### src/rtl/sref_pkg.sv
package sref_pkg;

   typedef enum logic [3:0] {
      S_IDLE,
      S_WAIT_PRE,
      S_ODT_OFF,
      S_ENTER,
      S_HOLD_CLK,
      S_SELF_REF,
      S_CLK_RESTORE,
      S_EXIT,
      S_WAIT_XS,
      S_WAIT_XSDLL
   } sref_state_e;

   localparam logic [1:0] CMD_PASS = 2'b00;
   localparam logic [1:0] CMD_NOP  = 2'b01;
   localparam logic [1:0] CMD_REF  = 2'b10;

endpackage

### src/rtl/sref_downcnt.sv
// Loadable down counter that parks at zero.
module sref_downcnt #(
   parameter int unsigned W = 10
) (
   input  logic         clk,
   input  logic         rst_n,
   input  logic         load,
   input  logic [W-1:0] load_val,
   output logic         zero
);
   logic [W-1:0] cnt_q;

   always_ff @(posedge clk or negedge rst_n) begin
      if (!rst_n)              cnt_q <= '0;
      else if (load)           cnt_q <= load_val;
      else if (cnt_q != '0)    cnt_q <= cnt_q - 1'b1;
   end

   assign zero = (cnt_q == '0);
endmodule

### src/rtl/sref_out_dec.sv
// Moore decode of the sequencer state onto the memory-side pins.
module sref_out_dec
   import sref_pkg::*;
(
   input  sref_state_e state,
   input  logic        live,
   input  logic        odt_req,
   input  logic        keep_clk_on,
   output logic        cke,
   output logic [1:0]  cmd,
   output logic        odt,
   output logic        clk_en,
   output logic        in_sr,
   output logic        cmd_rdy,
   output logic        dll_rdy
);
   logic low_state;
   logic open_state;

   assign low_state  = (state == S_ENTER) || (state == S_HOLD_CLK) ||
                       (state == S_SELF_REF) || (state == S_CLK_RESTORE);
   assign open_state = (state == S_IDLE) || (state == S_WAIT_PRE);

   assign cke     = live && !low_state;
   assign odt     = live && open_state && odt_req;
   assign clk_en  = !((state == S_SELF_REF) && !keep_clk_on);
   assign cmd_rdy = (state == S_WAIT_XSDLL);
   assign dll_rdy = live && (state == S_IDLE);
   assign in_sr   = !open_state && (state != S_ODT_OFF) && (state != S_WAIT_XSDLL);

   always_comb begin
      unique case (state)
         S_IDLE, S_WAIT_PRE, S_WAIT_XSDLL: cmd = CMD_PASS;
         S_ENTER:                          cmd = CMD_REF;
         default:                          cmd = CMD_NOP;
      endcase
   end
endmodule

### src/rtl/dram_sref_seq.sv
module dram_sref_seq
   import sref_pkg::*;
#(
   parameter int unsigned CNT_W            = 10,
   parameter bit          ODT_GUARD_ALWAYS = 1'b0
) (
   input  logic             clk,
   input  logic             rst_n,
   input  logic             enter_req,
   input  logic             exit_req,
   input  logic             banks_idle,
   input  logic             burst_active,
   input  logic             precharge_issued,
   input  logic             term_enabled,
   input  logic             keep_clk_on,
   input  logic             odt_req,
   input  logic [CNT_W-1:0] rp_cyc,
   input  logic [CNT_W-1:0] clk_hold_cyc,
   input  logic [CNT_W-1:0] clk_lead_cyc,
   input  logic [CNT_W-1:0] cke_low_cyc,
   input  logic [CNT_W-1:0] rdy_cyc,
   input  logic [CNT_W-1:0] dll_rdy_cyc,
   output logic             cke,
   output logic [1:0]       cmd,
   output logic             odt,
   output logic             clk_en,
   output logic             in_self_refresh,
   output logic             cmd_ready,
   output logic             dll_cmd_ready
);
   localparam logic [CNT_W-1:0] ONE = CNT_W'(1);

   if (CNT_W < 2 || CNT_W > 24) begin : g_bad_width
      $error("dram_sref_seq: CNT_W must lie in 2..24");
   end

   sref_state_e      state_q, state_d;
   logic             live_q;
   logic             pend_exit_q;
   logic             take_odt;
   logic             main_load, main_zero;
   logic [CNT_W-1:0] main_val;
   logic             aux_load, aux_zero;
   logic [CNT_W-1:0] aux_val;
   logic             rp_zero;
   logic             wake_go;

   // Variant: optional termination-off cycle before entry.
   if (ODT_GUARD_ALWAYS) begin : g_odt_always
      assign take_odt = 1'b1;
   end else begin : g_odt_cfg
      assign take_odt = term_enabled;
   end

   assign wake_go = (exit_req || pend_exit_q) && aux_zero;

   always_comb begin
      state_d = state_q;
      unique case (state_q)
         S_IDLE:        if (live_q && enter_req) state_d = S_WAIT_PRE;
         S_WAIT_PRE:    if (banks_idle && !burst_active && rp_zero)
                           state_d = take_odt ? S_ODT_OFF : S_ENTER;
         S_ODT_OFF:     state_d = S_ENTER;
         S_ENTER:       state_d = keep_clk_on ? S_SELF_REF : S_HOLD_CLK;
         S_HOLD_CLK:    if (main_zero) state_d = S_SELF_REF;
         S_SELF_REF:    if (wake_go) state_d = keep_clk_on ? S_EXIT : S_CLK_RESTORE;
         S_CLK_RESTORE: if (main_zero) state_d = S_EXIT;
         S_EXIT:        state_d = S_WAIT_XS;
         S_WAIT_XS:     if (main_zero) state_d = S_WAIT_XSDLL;
         S_WAIT_XSDLL:  if (aux_zero) state_d = S_IDLE;
         default:       state_d = S_IDLE;
      endcase
   end

   always_ff @(posedge clk or negedge rst_n) begin
      if (!rst_n) begin
         state_q     <= S_IDLE;
         live_q      <= 1'b0;
         pend_exit_q <= 1'b0;
      end else begin
         state_q <= state_d;
         live_q  <= 1'b1;
         if (state_q == S_SELF_REF && state_d != S_SELF_REF)
            pend_exit_q <= 1'b0;
         else if (exit_req && (state_q == S_ENTER || state_q == S_HOLD_CLK ||
                               state_q == S_SELF_REF))
            pend_exit_q <= 1'b1;
      end
   end

   // Per-state window timer: a timed state lasts exactly its count.
   assign main_load = (state_d != state_q);
   always_comb begin
      unique case (state_d)
         S_HOLD_CLK:    main_val = clk_hold_cyc - ONE;
         S_CLK_RESTORE: main_val = clk_lead_cyc - ONE;
         S_WAIT_XS:     main_val = rdy_cyc - ONE;
         default:       main_val = '0;
      endcase
   end

   // Long-window timer: low-time minimum after entry, DLL wait after exit.
   assign aux_load = (state_q == S_ENTER) || (state_q == S_EXIT);
   assign aux_val  = (state_q == S_ENTER) ? (cke_low_cyc - ONE) : (dll_rdy_cyc - ONE);

   sref_downcnt #(.W(CNT_W)) main_tmr_i (
      .clk(clk), .rst_n(rst_n), .load(main_load), .load_val(main_val), .zero(main_zero));

   sref_downcnt #(.W(CNT_W)) aux_tmr_i (
      .clk(clk), .rst_n(rst_n), .load(aux_load), .load_val(aux_val), .zero(aux_zero));

   sref_downcnt #(.W(CNT_W)) rp_tmr_i (
      .clk(clk), .rst_n(rst_n), .load(precharge_issued), .load_val(rp_cyc), .zero(rp_zero));

   sref_out_dec out_dec_i (
      .state(state_q), .live(live_q), .odt_req(odt_req), .keep_clk_on(keep_clk_on),
      .cke(cke), .cmd(cmd), .odt(odt), .clk_en(clk_en), .in_sr(in_self_refresh),
      .cmd_rdy(cmd_ready), .dll_rdy(dll_cmd_ready));
endmodule

### config.mk
export PLATFORM = sky130hd
export DESIGN_NAME = dram_sref_seq
export DESIGN_NICKNAME = d
export VERILOG_FILES = /design/src/rtl/sref_pkg.sv /design/src/rtl/sref_downcnt.sv /design/src/rtl/sref_out_dec.sv /design/src/rtl/dram_sref_seq.sv
export SDC_FILE = /design/constraint.sdc
export NUM_CORES = 1
export LEC_CHECK = 0
export BUFFER_PORTS_ARGS = -buffer_cell sky130_fd_sc_hd__buf_2
export CAP_MARGIN = 10
export CELL_PAD_IN_SITES_DETAIL_PLACEMENT = 0
export CELL_PAD_IN_SITES_GLOBAL_PLACEMENT = 2
export CORE_ASPECT_RATIO = 1.4
export CORE_UTILIZATION = 30
export CTS_BUF_LIST = sky130_fd_sc_hd__clkbuf_16
export DETAILED_ROUTE_END_ITERATION = 8
export PLACE_DENSITY = 0.78
export SETUP_SLACK_MARGIN = 0.15
export SLEW_MARGIN = 10
export SYNTH_ARGS = -nofsm -noshare
export SYNTH_HDL_FRONTEND = slang
export SYNTH_SLANG_ARGS = --single-unit
### constraint.sdc
create_clock -name clk -period 4.9 [get_ports clk]
set_input_delay 0 -clock clk [delete_from_list [all_inputs] [get_ports clk]]
set_output_delay 0 -clock clk [all_outputs]
set_load 0.02 [all_outputs]
Word-level counts from Yosys, hierarchy flattened
Index checks and enable logic that the tools add are counted.
{"block": "word_totals", "out_inout_bits": 8, "reg_bits": 36, "elab_cells": 88, "in_bits": 70}
{"block": "op_classes", "muxes": 22, "reduce_logical": 36, "addsub": 8, "eq_ne": 16}
{"operator": "10-bit by 1-bit subtractor with 10-bit output, second input constant", "n": 8}
{"operator": "10-bit two-way mux", "n": 7}
{"operator": "4-bit case mux with 10 select lines", "n": 1}
{"operator": "10-bit logical NOT", "n": 3}
{"operator": "10-bit case mux with 3 select lines", "n": 1}
{"operator": "10-bit nonzero test", "n": 3}
{"operator": "4-bit two-way mux", "n": 7}
{"operator": "4-bit by 3-bit equality test with 1-bit output, second input constant", "n": 6}
{"operator": "1-bit logical AND", "n": 13}
{"operator": "4-bit equality test, second input constant", "n": 3}
{"operator": "4-bit by 2-bit equality test with 1-bit output, second input constant", "n": 2}
{"operator": "2-bit nonzero test", "n": 4}
{"operator": "1-bit logical OR", "n": 6}
{"operator": "1-bit logical NOT", "n": 5}
{"operator": "1-bit two-way mux", "n": 5}
{"operator": "4-bit by 1-bit equality test with 1-bit output, second input constant", "n": 1}
{"operator": "4-bit logical NOT", "n": 1}
{"operator": "4-bit by 2-bit inequality test with 1-bit output, second input constant", "n": 1}
{"operator": "4-bit by 3-bit inequality test with 1-bit output, second input constant", "n": 1}
{"operator": "4-bit inequality test", "n": 1}
{"operator": "4-bit inequality test, second input constant", "n": 1}
{"operator": "2-bit case mux with 2 select lines", "n": 1}
{"operator": "3-bit OR reduction", "n": 1}

Logic depth before layout (Yosys ltp)
{"block": "logic_depth", "depth_word": 8, "mapped_depth": 14, "depth_no_buf": 13}

Modules after synthesis
From an unflattened synthesis, not the netlist that was laid out.
{"block": "unflattened", "hier_cells": 397, "hier_area_um2": 3358.2}
{"mod": "dram_sref_seq", "cells_each": 187, "area_each_um2": 1445.1, "seq_area_each_um2": 150.1, "instances": 1}
{"mod": "sref_downcnt at main_tmr_i ...", "cells_each": 63, "area_each_um2": 606.8, "seq_area_each_um2": 250.2, "instances": 2}
{"mod": "sref_downcnt at aux_tmr_i", "cells_each": 67, "area_each_um2": 594.3, "seq_area_each_um2": 250.2, "instances": 1}
{"mod": "sref_out_dec", "cells_each": 17, "area_each_um2": 105.1, "seq_area_each_um2": 0.0, "instances": 1}

Least setup slack after synthesis
OpenSTA, ideal clock, no wires.
{"block": "synth_path", "path_type": "register to register", "startpoint": "register main_tmr_i.cnt_q[0]", "endpoint": "register main_tmr_i.cnt_q[5]", "t_required_ps": 4774, "synth_period_minus_slack_ps": 3399, "setup_ps": 126, "setup_slack_ps": 1501, "arrival_time_ps": 3274, "n_path_buf": 1, "stages_incl_launch_ff": 14, "cell_sequence": "dfrtp_1 > inv_1 > ha_1 > or4b_4 > or3_4 > a2bb2oi_1 > o211ai_2 > nor2b_2 > buf_6 > a222oi_1 > nand4_2 > or3_1 > a31oi_1 > nor2_1"}
{"block": "synth_between", "elab_chain_cells": 6, "elab_cells_between_ends": 15, "classes_between": "add/sub (1); eq/ne (4); mux (7); reduce/logical (3)"}
{"element": "start: declaration", "line_no": "sref_downcnt.sv:11", "rtl": "logic [W-1:0] cnt_q;"}
{"element": "start signal: assignment", "line_no": "sref_downcnt.sv:15", "rtl": "else if (load) cnt_q <= load_val;"}
{"element": "start signal: assignment", "line_no": "sref_downcnt.sv:16", "rtl": "else if (cnt_q != '0) cnt_q <= cnt_q - 1'b1;"}
{"element": "10-bit logical NOT (*)", "line_no": "sref_downcnt.sv:19", "rtl": "assign zero = (cnt_q == '0);"}
{"element": "4-bit two-way mux (on tied branches)", "line_no": "dram_sref_seq.sv:69, dram_sref_seq.sv:65, dram_sref_seq.sv:67"}
{"element": "4-bit case mux with 10 select lines (*)", "line_no": "dram_sref_seq.sv:59", "rtl": "unique case (state_q)"}
{"element": "named net state_d[0]", "line_no": "dram_sref_seq.sv:37", "rtl": "sref_state_e state_q, state_d;"}
{"element": "4-bit equality test or 4-bit by 3-bit equality test with 1-bit output (tied branches)", "line_no": "dram_sref_seq.sv:94", "rtl": "unique case (state_d)"}
{"element": "10-bit case mux with 3 select lines", "line_no": "dram_sref_seq.sv:94"}
{"element": "10-bit two-way mux", "line_no": "sref_downcnt.sv:15"}
The timed path passes the listed nets; every way through them passes the cells marked *. The select of a mux whose other input is x is not followed.
A chain may end at the register's enable or synchronous reset.

Final worst setup path
{"block": "layout_path", "startpoint": "register main_tmr_i.cnt_q[0]", "endpoint": "register main_tmr_i.cnt_q[6]"}
The elaborated chain is that of the path after synthesis.

==> qor.yml <==
grt_max_degree: 37
postCtsResizedCells: 0
startpoint_type: "flip-flop"
multi_input_area_um2: 1590
drc: 0
synth.area.mux_share: 0.05091
finalHoldViolations: 0
required_ns: 5.04
globalplace.congestion: 0.7844
die_x_um: 80.76
switchingPower_mw: 0.5917
regArea_um2: 900.9
holdWs_ns: 0.05547
worst_pin_slew_ns: 0.8412
cts_tree: "yes"
initial_core_util: 0.3140
core_area_um2: 8295
clockPowerShare: 0.204
dr_total_vias: 2489
power_frac_comb: 0.463
cp.arrival_ns: 3.91
powerDensity_nw_per_um2: 448.7
wl_per_cell_um: 13.82
track_usage: 0.1590
nets: 464
fin_crit_sh: 0.7689
ant_nets: 0
slew_viol_final: 0
clock_path_buffers: 2
port_buffers: 77
drive_above_1_share: 0.2564
dr.pass1.iters: 5
async_reset_ff_frac: 1.000
timing.final.ws_setup_ns: 1.132
synth-edff-count: 0
htree_levels: 2
slew-limit-headroom: 0.4392
viasPerCell: 5.059
die_y_um: 112.3
synth_cell_types: 56
pwr-share-seq: 0.334
clk_latency_ns: 0.28
cp_max_fo: 11
die_area_um2: 9065
rows: 39
yosysTopAreaCellShare: 0.3458
yosysWarnings: 0
overflow: 0
io-pin-count: 78
grt_pass1_wl_um: 11160
final_cell_area_um2: 3314
setup_viol: 0
mostFrequentLayoutCell: "buf_2"
finalClockSkew_ns: 0.006883
cap_violations: 0
internal-power_mw: 0.8956
clock_sinks: 36
cts-buffers-inserted: 5
yosys.area.top_type: "dfrtp_1"
synth_compound_gate_area_share: 0.1897
grt_pass1_vias: 2413
synthFlopType: "dfrtp_1"
p_leak_nw: 1.581
dp_hpwl_um: 5302
endpoint_kind: "flip-flop"
p_sw_frac: 0.3979
drt_wl_total_um: 6797
rsz0062_at_grt: "no"
fill_cells: 874
synth-seq-cells: 36
netlist_instances: 306
first_iter_violations: 127
avgSynthCellArea_um2: 8.513
outcome: "finished, final reports clean"
area_growth_pct: 27.23
worstSetupPathType: "reg2reg"
antenna_found_initial: 0
finalSetupTns_ns: 0
cts_root_buf: "clkbuf_16"
max-vdd-ir-drop_uv: 187.5
antenna_cells: 0
hold_class: "in2reg"
yosys.area_share.simple: 0.2570
yosysSeqAreaShare: 0.3458
syn-num-nets: 381
clk_pin_slew_worst_paths_ns: 0.06
synthAdderAreaFrac: 0.02402
placed_area_um2: 3064
synth_area_leaders: "dfrtp_1 35%, a21oi_1 5.6%, xnor2_1 5.4%"
post-route-min-period_ns: 3.768
post-place-ws_ns: 1.156
synth_top_family_by_area: "simple AND/OR/NAND/NOR gates"
fmax_ghz: 0.2654
final_cell_mix: "77 x buf_2, 37 x nor2_1, 36 x dfrtp_1"
synth-xor-area-share: 0.08742
netlist_area_um2: 2605
[cells in the mapped netlist, drive strengths merged, types with 3 or more instances]
cell	count
a21oi	29
or3	6
o211ai	3
xor2	10
o21ai	13
nor4	7
buf	5
xnor2	16
nand4	4
clkbuf	9
and2	3
mux2i	11
inv	12
nor3	10
a22o	3
a222oi	10
nand3	8
a21o	4
and3	4
ha	5
nor2	37
o22ai	6
dfrtp	36
or2	4
nor2b	3
nand2	22
[kinds of logic after synthesis]
kind of cell | count (synthesis)
AOI/OAI and AO/OA | 76
adders and majority gates | 5
DFF | 36
muxes | 13
xor gates and xnor gates | 26
and+or+nand+nor | 123
buffers and inverters | 26
other | 1
[through the flow]
step	power [mW]	instances	util
finish	1.487	492	0.3995
detailed placement	1.188	473	0.3694
global placement	1.188	473	0.3694
CTS	1.512	492	0.3995
floorplan	1.014	306	-
global route	1.625	492	0.3995
[flip-flops by register name (all words and copies together) (netlist names)]
| register | count |
|---|---|
| rp_tmr_i.cnt_q | 10 |
| pend_exit_q | 1 |
| live_q | 1 |
| aux_tmr_i.cnt_q | 10 |
| state_q | 4 |
| main_tmr_i.cnt_q | 10 |
[layout make-up]
cell class                 instances  share of cell area
clock inverter                     3            0.004530
inverter                          12             0.01359
sequential                        36              0.2718
tap                              102             0.03850
clock buffer                       5             0.03775
timing repair buffer              90              0.1540
multi-input combinational        244              0.4798
[power by group through the flow]
| stage | Combinational, mW | Sequential [mW] | Clock (mW) |
|---|---|---|---|
| floorplan | 0.551 | 0.463 | 0 |
| global placement | 0.690 | 0.498 | 0 |
| detailed placement | 0.689 | 0.499 | 0 |
| CTS | 0.702 | 0.495 | 0.315 |
| global route | 0.791 | 0.509 | 0.325 |
| finish | 0.688 | 0.496 | 0.303 |
[routing by layer]
metal | vias to the layer above | routed length, um | track usage
li1 | 1273 | - | -
met1 | 1138 | 2846 | 0.1832
met2 | 70 | 3501 | 0.2876
met3 | 8 | 315 | 0.02358
met4 | 0 | 133 | 0.06190
met5 | - | 0 | 0
[worst paths after layout]
kind	from	to	slack, ns	cells after the start
min in group asynchronous	rst_n	rp_tmr_i.cnt_q[6]$_DFFE_PN0P_	0.35	2
min	exit_req	pend_exit_q$_DFFE_PN0P_	0.06	3
max	main_tmr_i.cnt_q[0]$_DFFE_PN0P_	main_tmr_i.cnt_q[6]$_DFFE_PN0P_	1.13	13
max in group asynchronous	rst_n	live_q$_DFF_PN0_	4.00	2
min reg2reg	main_tmr_i.cnt_q[1]$_DFFE_PN0P_	main_tmr_i.cnt_q[1]$_DFFE_PN0P_	0.55	2
max reg2reg	main_tmr_i.cnt_q[0]$_DFFE_PN0P_	main_tmr_i.cnt_q[6]$_DFFE_PN0P_	1.13	13
[critical path, stage by stage (launching register included)]
cell,delay (ns)
dfrtp_1,0.40
inv_1,0.08
ha_1,0.20
or4b_4,0.50
or3_4,0.41
a2bb2oi_1,0.17
o211ai_2,0.15
nor2b_2,0.16
a222oi_1,0.63
ha_1,0.34
nand4_1,0.16
nor2_1,0.17
xor2_1,0.17
o22ai_1,0.09
[what timing repair did]
action                                 in CTS  in global routing
hold buffers                               11                  0
setup buffers                               0                  0
endpoints found under the hold margin      46                  0
No activity file was read; power rests on OpenSTA's default activity.
